==> src/rtl/pwm_ud_pkg.sv <==
package pwm_ud_pkg;
  localparam logic DIR_UP   = 1'b1;
  localparam logic DIR_DOWN = 1'b0;
  localparam int   NUM_CH   = 2;
endpackage

==> src/rtl/pwm_ud_rst_sync.sv <==
module pwm_ud_rst_sync (
  input  logic clk,
  input  logic rst_n,
  output logic rst_sync_n
);
  logic ff1_q, ff2_q;

  always_ff @(posedge clk or negedge rst_n) begin
    if (!rst_n) begin
      ff1_q <= 1'b0;
      ff2_q <= 1'b0;
    end else begin
      ff1_q <= 1'b1;
      ff2_q <= ff1_q;
    end
  end

  assign rst_sync_n = ff2_q;
endmodule

==> src/rtl/pwm_ud_counter.sv <==
module pwm_ud_counter
  import pwm_ud_pkg::*;
#(
  parameter int W = 16
) (
  input  logic         clk,
  input  logic         rst_n,
  input  logic [W-1:0] period_i,
  input  logic [W-1:0] phase_i,
  input  logic         phase_en_i,
  input  logic         sync_i,
  output logic [W-1:0] cnt_o,
  output logic         dir_o,
  output logic         zero_o
);
  localparam logic [W-1:0] ONE = W'(1);

  logic [W-1:0] cnt_q, cnt_d;
  logic         dir_q, dir_d;
  logic         load_phase, step_up;

  // next-state
  always_comb begin
    load_phase = sync_i & phase_en_i;
    step_up    = (cnt_q == '0) | (dir_q & (cnt_q < period_i));
    if (load_phase) begin
      cnt_d = phase_i;
      dir_d = DIR_UP;
    end else if (period_i == '0) begin
      cnt_d = '0;
      dir_d = DIR_UP;
    end else if (step_up) begin
      cnt_d = cnt_q + ONE;
      dir_d = DIR_UP;
    end else begin
      cnt_d = cnt_q - ONE;
      dir_d = DIR_DOWN;
    end
  end

  // registers
  always_ff @(posedge clk or negedge rst_n) begin
    if (!rst_n) begin
      cnt_q <= '0;
      dir_q <= DIR_UP;
    end else begin
      cnt_q <= cnt_d;
      dir_q <= dir_d;
    end
  end

  assign cnt_o  = cnt_q;
  assign dir_o  = dir_q;
  assign zero_o = (cnt_q == '0);

  // single-step movement
  a_r1_unit_step: assert property (@(posedge clk) disable iff (!rst_n)
    (!$past(load_phase) && $past(period_i) != '0) |->
      (cnt_q == $past(cnt_q) + ONE || cnt_q == $past(cnt_q) - ONE));

  // turnaround at the period
  a_r2_turn_down: assert property (@(posedge clk) disable iff (!rst_n)
    (!$past(load_phase) && $past(period_i) != '0 && $past(cnt_q) == $past(period_i))
      |-> (dir_q == DIR_DOWN));

  // zero period holds the count
  a_r3_hold_zero: assert property (@(posedge clk) disable iff (!rst_n)
    (!$past(load_phase) && $past(period_i) == '0) |-> (cnt_q == '0));

  // phase reload on sync
  a_r8_phase_load: assert property (@(posedge clk) disable iff (!rst_n)
    $past(load_phase) |-> (cnt_q == $past(phase_i) && dir_q == DIR_UP));
endmodule

==> src/rtl/pwm_ud_channel.sv <==
module pwm_ud_channel
  import pwm_ud_pkg::*;
#(
  parameter int W = 16
) (
  input  logic         clk,
  input  logic         rst_n,
  input  logic [W-1:0] cnt_i,
  input  logic         dir_i,
  input  logic         zero_i,
  input  logic [W-1:0] period_i,
  input  logic [W-1:0] max_i,
  input  logic         wr_i,
  input  logic [W-1:0] val_i,
  output logic         out_o
);
  logic [W-1:0] shadow_q, shadow_d, active_q, active_d;
  logic         out_q, out_d;
  logic         shadow_en, active_en, hit;

  // next-state
  always_comb begin
    shadow_en = wr_i;
    active_en = zero_i;
    shadow_d  = (val_i > max_i) ? max_i : val_i;
    active_d  = shadow_q;
    hit       = (cnt_i == active_q);
    if (active_q == '0)             out_d = 1'b0;
    else if (active_q >= period_i)  out_d = 1'b1;
    else if (hit)                   out_d = (dir_i == DIR_DOWN);
    else                            out_d = out_q;
  end

  // registers
  always_ff @(posedge clk or negedge rst_n) begin
    if (!rst_n) begin
      shadow_q <= '0;
      active_q <= '0;
      out_q    <= 1'b0;
    end else begin
      if (shadow_en) shadow_q <= shadow_d;
      if (active_en) active_q <= active_d;
      out_q <= out_d;
    end
  end

  assign out_o = out_q;

  // reload only at zero, from the old shadow contents
  a_r5_reload_at_zero: assert property (@(posedge clk) disable iff (!rst_n)
    $past(zero_i) |-> (active_q == $past(shadow_q)));
  a_r5_hold_off_zero: assert property (@(posedge clk) disable iff (!rst_n)
    !$past(zero_i) |-> $stable(active_q));

  // zero compare forces low
  a_r6_zero_off: assert property (@(posedge clk) disable iff (!rst_n)
    ($past(active_q) == '0) |-> !out_o);

  // up-count match clears
  a_r4_up_clear: assert property (@(posedge clk) disable iff (!rst_n)
    ($past(cnt_i) == $past(active_q) && $past(dir_i) == DIR_UP &&
     $past(active_q) != '0 && $past(active_q) < $past(period_i)) |-> !out_o);
endmodule

==> src/rtl/pwm_ud_timebase.sv <==
module pwm_ud_timebase
  import pwm_ud_pkg::*;
#(
  parameter int W = 16
) (
  input  logic         clk,
  input  logic         rst_n,
  input  logic [W-1:0] period_i,
  input  logic [W-1:0] cmp_max_i,
  input  logic [W-1:0] cmp_a_i,
  input  logic         wr_a_i,
  input  logic [W-1:0] cmp_b_i,
  input  logic         wr_b_i,
  input  logic         phase_en_i,
  input  logic [W-1:0] phase_i,
  input  logic         sync_i,
  output logic         sync_o,
  output logic         out_a_o,
  output logic         out_b_o,
  output logic [W-1:0] count_o,
  output logic         dir_up_o
);
  localparam logic [W-1:0] ONE = W'(1);

  logic         rst_sync_n;
  logic [W-1:0] cnt;
  logic         dir, zero;
  logic [W-1:0] ch_val [NUM_CH];
  logic         ch_wr  [NUM_CH];
  logic         ch_out [NUM_CH];

  assign ch_val[0] = cmp_a_i;
  assign ch_val[1] = cmp_b_i;
  assign ch_wr[0]  = wr_a_i;
  assign ch_wr[1]  = wr_b_i;

  pwm_ud_rst_sync u_rst (
    .clk        (clk),
    .rst_n      (rst_n),
    .rst_sync_n (rst_sync_n)
  );

  pwm_ud_counter #(.W(W)) u_cnt (
    .clk        (clk),
    .rst_n      (rst_sync_n),
    .period_i   (period_i),
    .phase_i    (phase_i),
    .phase_en_i (phase_en_i),
    .sync_i     (sync_i),
    .cnt_o      (cnt),
    .dir_o      (dir),
    .zero_o     (zero)
  );

  for (genvar g = 0; g < NUM_CH; g++) begin : g_ch
    pwm_ud_channel #(.W(W)) u_ch (
      .clk      (clk),
      .rst_n    (rst_sync_n),
      .cnt_i    (cnt),
      .dir_i    (dir),
      .zero_i   (zero),
      .period_i (period_i),
      .max_i    (cmp_max_i),
      .wr_i     (ch_wr[g]),
      .val_i    (ch_val[g]),
      .out_o    (ch_out[g])
    );
  end

  assign sync_o   = zero;
  assign out_a_o  = ch_out[0];
  assign out_b_o  = ch_out[1];
  assign count_o  = cnt;
  assign dir_up_o = dir;

  // the cycle after a sync pulse the count has left zero upward
  a_r7_sync_then_one: assert property (@(posedge clk) disable iff (!rst_sync_n)
    ($past(sync_o) && !$past(sync_i && phase_en_i) && $past(period_i) != '0)
      |-> (count_o == ONE));
endmodule

==> config.mk <==
export PLATFORM = sky130hd
export DESIGN_NAME = pwm_ud_timebase
export DESIGN_NICKNAME = d
export VERILOG_FILES = /design/src/rtl/pwm_ud_pkg.sv /design/src/rtl/pwm_ud_rst_sync.sv /design/src/rtl/pwm_ud_counter.sv /design/src/rtl/pwm_ud_channel.sv /design/src/rtl/pwm_ud_timebase.sv
export SDC_FILE = /design/constraint.sdc
export NUM_CORES = 1
export LEC_CHECK = 0
export BUFFER_PORTS_ARGS = -buffer_cell sky130_fd_sc_hd__buf_4
export CAP_MARGIN = 20
export CORE_UTILIZATION = 40
export DETAILED_ROUTE_END_ITERATION = 10
export GPL_TIMING_DRIVEN = 0
export PLACE_DENSITY = 0.74
export SLEW_MARGIN = 30
export SYNTH_ARGS = -nofsm -noshare
export SYNTH_HDL_FRONTEND = slang
export SYNTH_SLANG_ARGS = --single-unit
==> constraint.sdc <==
create_clock -name clk -period 2.5 [get_ports clk]
set_input_delay 0.5 -clock clk [delete_from_list [all_inputs] [get_ports clk]]
set_output_delay 0.5 -clock clk [all_outputs]
set_load 0.01 [all_outputs]
### After elaboration in Yosys (flattened, before gate mapping)

Index checks and enable logic that the tools add are counted.

* $add $sub $neg: 2
* magnitude comparators: 5
* equal/unequal tests: 2
* muxes and demuxes: 14
* bitwise operators: 4
* reduce and logical (&&, ||, !) cells: 6

Operators with widths (number)
* 16-bit two-way mux: 5
* 16-bit zero test: 4
* 16-bit equality test: 2
* 16-bit greater-or-equal comparator: 2
* 16-bit > comparator: 2
* 16-bit by 1-bit adder with 16-bit output (second input constant): 1
* 16-bit < comparator: 1
* 16-bit by 1-bit subtractor with 16-bit output (second input constant): 1
* 1-bit two-way mux: 9
* 3-bit nonzero test: 2
* 1-bit AND: 2
* 1-bit NOT: 1
* 1-bit OR: 1

* flip-flop bits (word level): 85
* input bits: 86
* output and inout bits: 20
* word-level logic and storage cells: 43

### Longest topological paths before layout

* depth in word-level cells: 6
* mapped depth: 17
* mapped depth without buffers: 16

### Hierarchy

A second synthesis with hierarchy kept.

* cell total of the unflattened synthesis: 828
* area, all modules: 7240.7 µm²

By module, submodules not included
* pwm_ud_channel at g_ch[1].u_ch: instances 1, cells each 303, area each 2727.6 µm², sequential area each 825.8 µm²
* pwm_ud_channel at g_ch[0].u_ch: instances 1, cells each 321, area each 2720.1 µm², sequential area each 825.8 µm²
* pwm_ud_counter: instances 1, cells each 201, area each 1739.2 µm², sequential area each 426.7 µm²
* pwm_ud_rst_sync: instances 1, cells each 3, area each 53.8 µm², sequential area each 50.0 µm²

### Worst setup path before layout

Ideal clock, no wire load.

* path kind: input -> register
* start point: input period_i[14]
* end point: register u_cnt.cnt_q[14] (netlist: u_cnt.cnt_o[14])
* setup time: 0.121 ns
* arrival: 3.492 ns
* data required time: 2.379 ns
* setup slack: -1.113 ns
* stages: 17
* path buffers: 1
* cell sequence: inv_1 -> ha_1 -> a21o_1 -> nand2_1 -> nand3b_1 -> a2111oi_0 -> a211o_1 -> inv_2 -> ha_1 -> buf_2 -> a41oi_1 -> o21ai_1 -> a21o_1 -> a21oi_1 -> a21boi_1 -> or3_1 -> a32o_1

* longest elaborated chain between the ends: 6
* elaborated cells on any way between the ends: 7
* classes of those cells: order compare (1); mux (3); bitwise (2); reduce/logical (1)

Ends and longest elaborated chain
* from (decl): line pwm_ud_timebase.sv:8 `input logic [W-1:0] period_i,`
* 16-bit < comparator: line pwm_ud_counter.sv:25 `step_up = (cnt_q == '0) | (dir_q & (cnt_q < period_i));`
* 1-bit AND: line pwm_ud_counter.sv:25
* 1-bit OR: line pwm_ud_counter.sv:25
* 16-bit two-way mux: line pwm_ud_counter.sv:32 `end else if (step_up) begin`
* 16-bit two-way mux *: line pwm_ud_counter.sv:29 `end else if (period_i == '0) begin`
* 16-bit two-way mux *: line pwm_ud_counter.sv:26 `if (load_phase) begin`
* named net u_cnt.cnt_d[14]: line pwm_ud_counter.sv:18 `logic [W-1:0] cnt_q, cnt_d;`
* to (signal assigned): line pwm_ud_counter.sv:47 `cnt_q <= cnt_d;`
* to (decl): line pwm_ud_counter.sv:18

Mark *: on every way through the listed nets, which the timed path passes. The rest lies on a longest branch.
A chain may end at the register's enable or synchronous reset.

### Worst setup path after layout

* start point: register u_cnt.cnt_q[2] (netlist: u_cnt.cnt_o[2])
* end point: register u_cnt.cnt_q[12] (netlist: u_cnt.cnt_o[12])

* longest elaborated chain between the ends: 6
* elaborated cells on any way between the ends: 9
* classes of those cells: add/sub (2); order compare (1); mux (3); bitwise (2); reduce/logical (1)

Ends and longest elaborated chain (line)
* 16-bit < comparator: pwm_ud_counter.sv:25
* 1-bit AND: pwm_ud_counter.sv:25
* 1-bit OR: pwm_ud_counter.sv:25
* 16-bit two-way mux *: pwm_ud_counter.sv:32
* 16-bit two-way mux *: pwm_ud_counter.sv:29
* 16-bit two-way mux *: pwm_ud_counter.sv:26
* named net u_cnt.cnt_d[12]: pwm_ud_counter.sv:18

Marked as above.

==> impl_metrics.tcl <==
set metrics [dict create \
    met1_usage_pct 28.53 \
    r2r_cells 16 \
    grt_setup_unrepaired "yes" \
    required_ns 2.72 \
    crit_path_end_kind "flop" \
    port_buffers 105 \
    status "complete, but fails checks" \
    violations "setup timing" \
    busiest_layer "met2" \
    fin_crit_ns 3.469 \
    globalplace.congestion 0.9087 \
    fin_cells 1062 \
    use_met3_pct 3.297 \
    die_width_um 127.8 \
    hpwlAfterDp_mm 13.75 \
    ys.flop_type "dfrtp_1" \
    use_met2_pct 38.14 \
    clockRootBuffer "clkbuf_16" \
    worst_setup_path_start_kind "flop" \
    cts.clk_slew.worst_paths_ns 0.07 \
    vias 5697 \
    placed_cells 1025 \
    async_reset_ff_share_pct 100.0 \
    vias_per_cell 5.364 \
    grt_use_total_pct 22.40 \
    final_cell_mix "123 x buf_4, 119 x nand2_1, 81 x ha_1" \
    path_class "flop to flop" \
    finalSetupViolations 15 \
    r2r_setup_slack_ns -0.97 \
    grt_max_degree 45 \
    insertion_delay_ns 0.34 \
    finalHoldViolCount 0 \
    core_mm2 0.01531 \
    worstHoldPathType "flop to async pin" \
    final_nets 1027 \
    cpPeakStageDelay_ns 0.44 \
    antenna_cells 0 \
    dr.first_iter.drc_count 266 \
    p_switching_uw 3754 \
    p_comb_share_pct 62.5 \
    yosysSeqAreaShare_pct 33.60 \
    drc 0 \
    p_clk_share_pct 15.1 \
    ys_ff_latch 85 \
    cts-buffers-inserted 9 \
    max-cap-violations 0 \
    peakVddDrop_mv 0.6095 \
    netSwitchingFraction_pct 41.42 \
    utilization_pct 53.60 \
    slew_headroom_pct 34.26 \
    cts_tree "built" \
    synth.avg_cell_area_um2 8.947 \
    final_common_cell "buf_4" \
    synth_fp_nets 888 \
    die_h_um 127.8 \
    cp_data_arrival_time_ns 3.69 \
    antenna_found_initial 0 \
    r2r-start "u_cnt.cnt_o[2]$_DFF_PN0_" \
    crit_path_cell_trace "ha_4, a211o_1, a31oi_1, nor4_2, o21ai_1, a211o_2, inv_6, buf_4, ha_4, a41oi_2, o21ai_1, a21o_1, a21oi_2, a21boi_1, or3_1, a32o_1" \
    die-area_mm2 0.01634 \
    drive_above_1_share_pct 23.97 \
    grt_pass1_wl_mm 28.70 \
    area.growth.synth_to_final_pct 29.59 \
    cp_slowest_cell "dfrtp_2" \
    grt-ovfl-total 0 \
    first_pass_iters 5 \
    layout_setup_ws_ns -0.9687 \
    ant_nets 0 \
    rr_endpoint "u_cnt.cnt_o[12]$_DFF_PN0_" \
    p_leak_uw 0.003989 \
    worstPathMaxFanout 5 \
    power_density_mw_per_mm2 1104 \
    cts_htree_levels 3 \
    io_pins 106 \
    max_freq_ghz 0.2883 \
    synth_area_mm2 0.006335 \
    post_drt_wl_per_cell_um 16.58 \
    synth_warnings 0 \
    worstMarginPinSlew_ns 0.9733 \
    skew_ns 0.008099 \
    synth-edff-count 0 \
    routed_wl_mm 17.61 \
    clock-sinks 85 \
    rows 45 \
    clock_tree.buffer_depth 2 \
    synth_cell_types 52 \
    initial_core_util_pct 41.36 \
    min_period_over_period_pct 138.7 \
    startpoint "u_cnt.cnt_o[2]$_DFF_PN0_" \
    p_seq_share_pct 22.5 \
    first_global_vias 5848 \
    syn-instance-count 708 \
    internal-power_uw 5310 \
    slew_violations 0 \
]
## metrics by stage
stage	TNS [ns]	instance area (um2)	setup slack [ns]	hold WS (ns)	power (uW)
after floorplan	-7.595	6477	-0.8995	0.2044	5312
after global placement	-18.41	7530	-1.443	0.2829	6290
after detailed placement	-19.66	7552	-1.480	0.2832	6456
after CTS	-8.509	8135	-0.9431	0.3584	8699
after global routing	-10.76	8209	-1.110	0.3777	9653
final	-8.750	8209	-0.9687	0.3446	9064
## worst max-delay path by stage
| stage | to | cells past startpoint |
|---|---|---|
| 3_5_place_dp | u_cnt.cnt_o[14]$_DFF_PN0_ | 18 |
| 5_1_grt | u_cnt.cnt_o[12]$_DFF_PN0_ | 15 |
| 4_1_cts | u_cnt.cnt_o[12]$_DFF_PN0_ | 15 |
| 3_3_place_gp | u_cnt.cnt_o[13]$_DFF_PN0_ | 18 |
| 6_report | u_cnt.cnt_o[12]$_DFF_PN0_ | 16 |
| 2_1_floorplan | u_cnt.cnt_o[14]$_DFF_PN0_ | 17 |
## layout make-up
class	instances	area (um2)
Multi-Input combinational cell	563	4220
Clock buffer	9	225.2
Timing Repair Buffer	128	991.0
Sequential cell	85	2145
Inverter	41	183.9
Clock inverter	6	71.32
Fill cell	1427	7106
Timing Repair inverter	1	6.256
Buffer	18	102.6
Tap cell	211	264.0
## flip-flops by register name (all words and copies together), names as in the netlist
register,cells
g_ch.u_ch.active_d,32
g_ch.u_ch.active_q,32
g_ch.u_ch.out_o,2
u_cnt.cnt_o,16
u_cnt.dir_o,1
u_rst.ff1_q,1
u_rst.rst_sync_n,1
## worst max-delay path, delay by kind of cell, from the launching register on
kind                       cells  cell delay, ns
AOI/OAI and AO/OA             10            1.87
and+or+nand+nor                2            0.40
adders and majority gates      2            0.43
DFF                            1            0.44
buffers and inverters          2            0.22
## Yosys cell counts, drive strengths merged, types with 2 or more instances
cell type / instances / share of area [%]
dfrtp: 84 / 33
a211oi: 2 / 0.24
a31oi: 4 / 0.39
a21oi: 62 / 4.9
nand3: 5 / 0.39
ha: 93 / 18
nor3: 4 / 0.32
a22o: 2 / 0.28
a2111oi: 3 / 0.41
o211ai: 3 / 0.36
a21o: 16 / 1.9
nor4: 20 / 2.0
nand2: 120 / 7.1
o21ai: 37 / 3.0
or3: 2 / 0.20
and2: 2 / 0.20
buf: 5 / 0.75
nor2: 44 / 2.6
inv: 41 / 2.4
clkbuf: 14 / 0.83
a32o: 3 / 0.47
o21bai: 3 / 0.36
xor2: 7 / 0.97
o21a: 4 / 0.47
and4: 3 / 0.41
mux2i: 33 / 5.2
and3: 2 / 0.20
nor2b: 6 / 0.59
nand2b: 5 / 0.49
a21boi: 2 / 0.24
nand4: 25 / 2.5
a211o: 2 / 0.28
o41a: 2 / 0.36
a41oi: 3 / 0.71
xnor2: 36 / 5.0
## power groups by stage
stage	sequential [uW]	combinational [uW]	clock [uW]
after detailed placement	2110	4340	0
after floorplan	2040	3270	0
after CTS	2050	5280	1370
after global routing	2070	6140	1440
after global placement	2120	4170	0
final	2040	5660	1370
## metal layers
metal | routed length (um) | part of all wire (%) | vias to the layer above
met5 | 0 | 0 | -
met4 | 527 | 3.0 | 0
li1 | - | - | 2816
met2 | 8204 | 47 | 187
met3 | 861 | 4.9 | 43
met1 | 8017 | 46 | 2651
## timing repair
item                                    4_1_cts  5_1_grt
endpoints found under the setup margin       16       20
resized for setup                            36        9
gates cloned                                  1        0
setup buffers                                17        4
endpoints found under the hold margin         2        0
hold buffers                                  1        0
pin swaps                                    17        4
## cell families after synthesis
logic type	synth area share [%]
xor+xnor	5.945
fa+ha+maj	18.68
buf+inv	4.009
flops	33.60
mux	5.214
compound gates	14.95
other cells	0.05920
simple gates	17.54
Power figures use the tool's default switching activity.
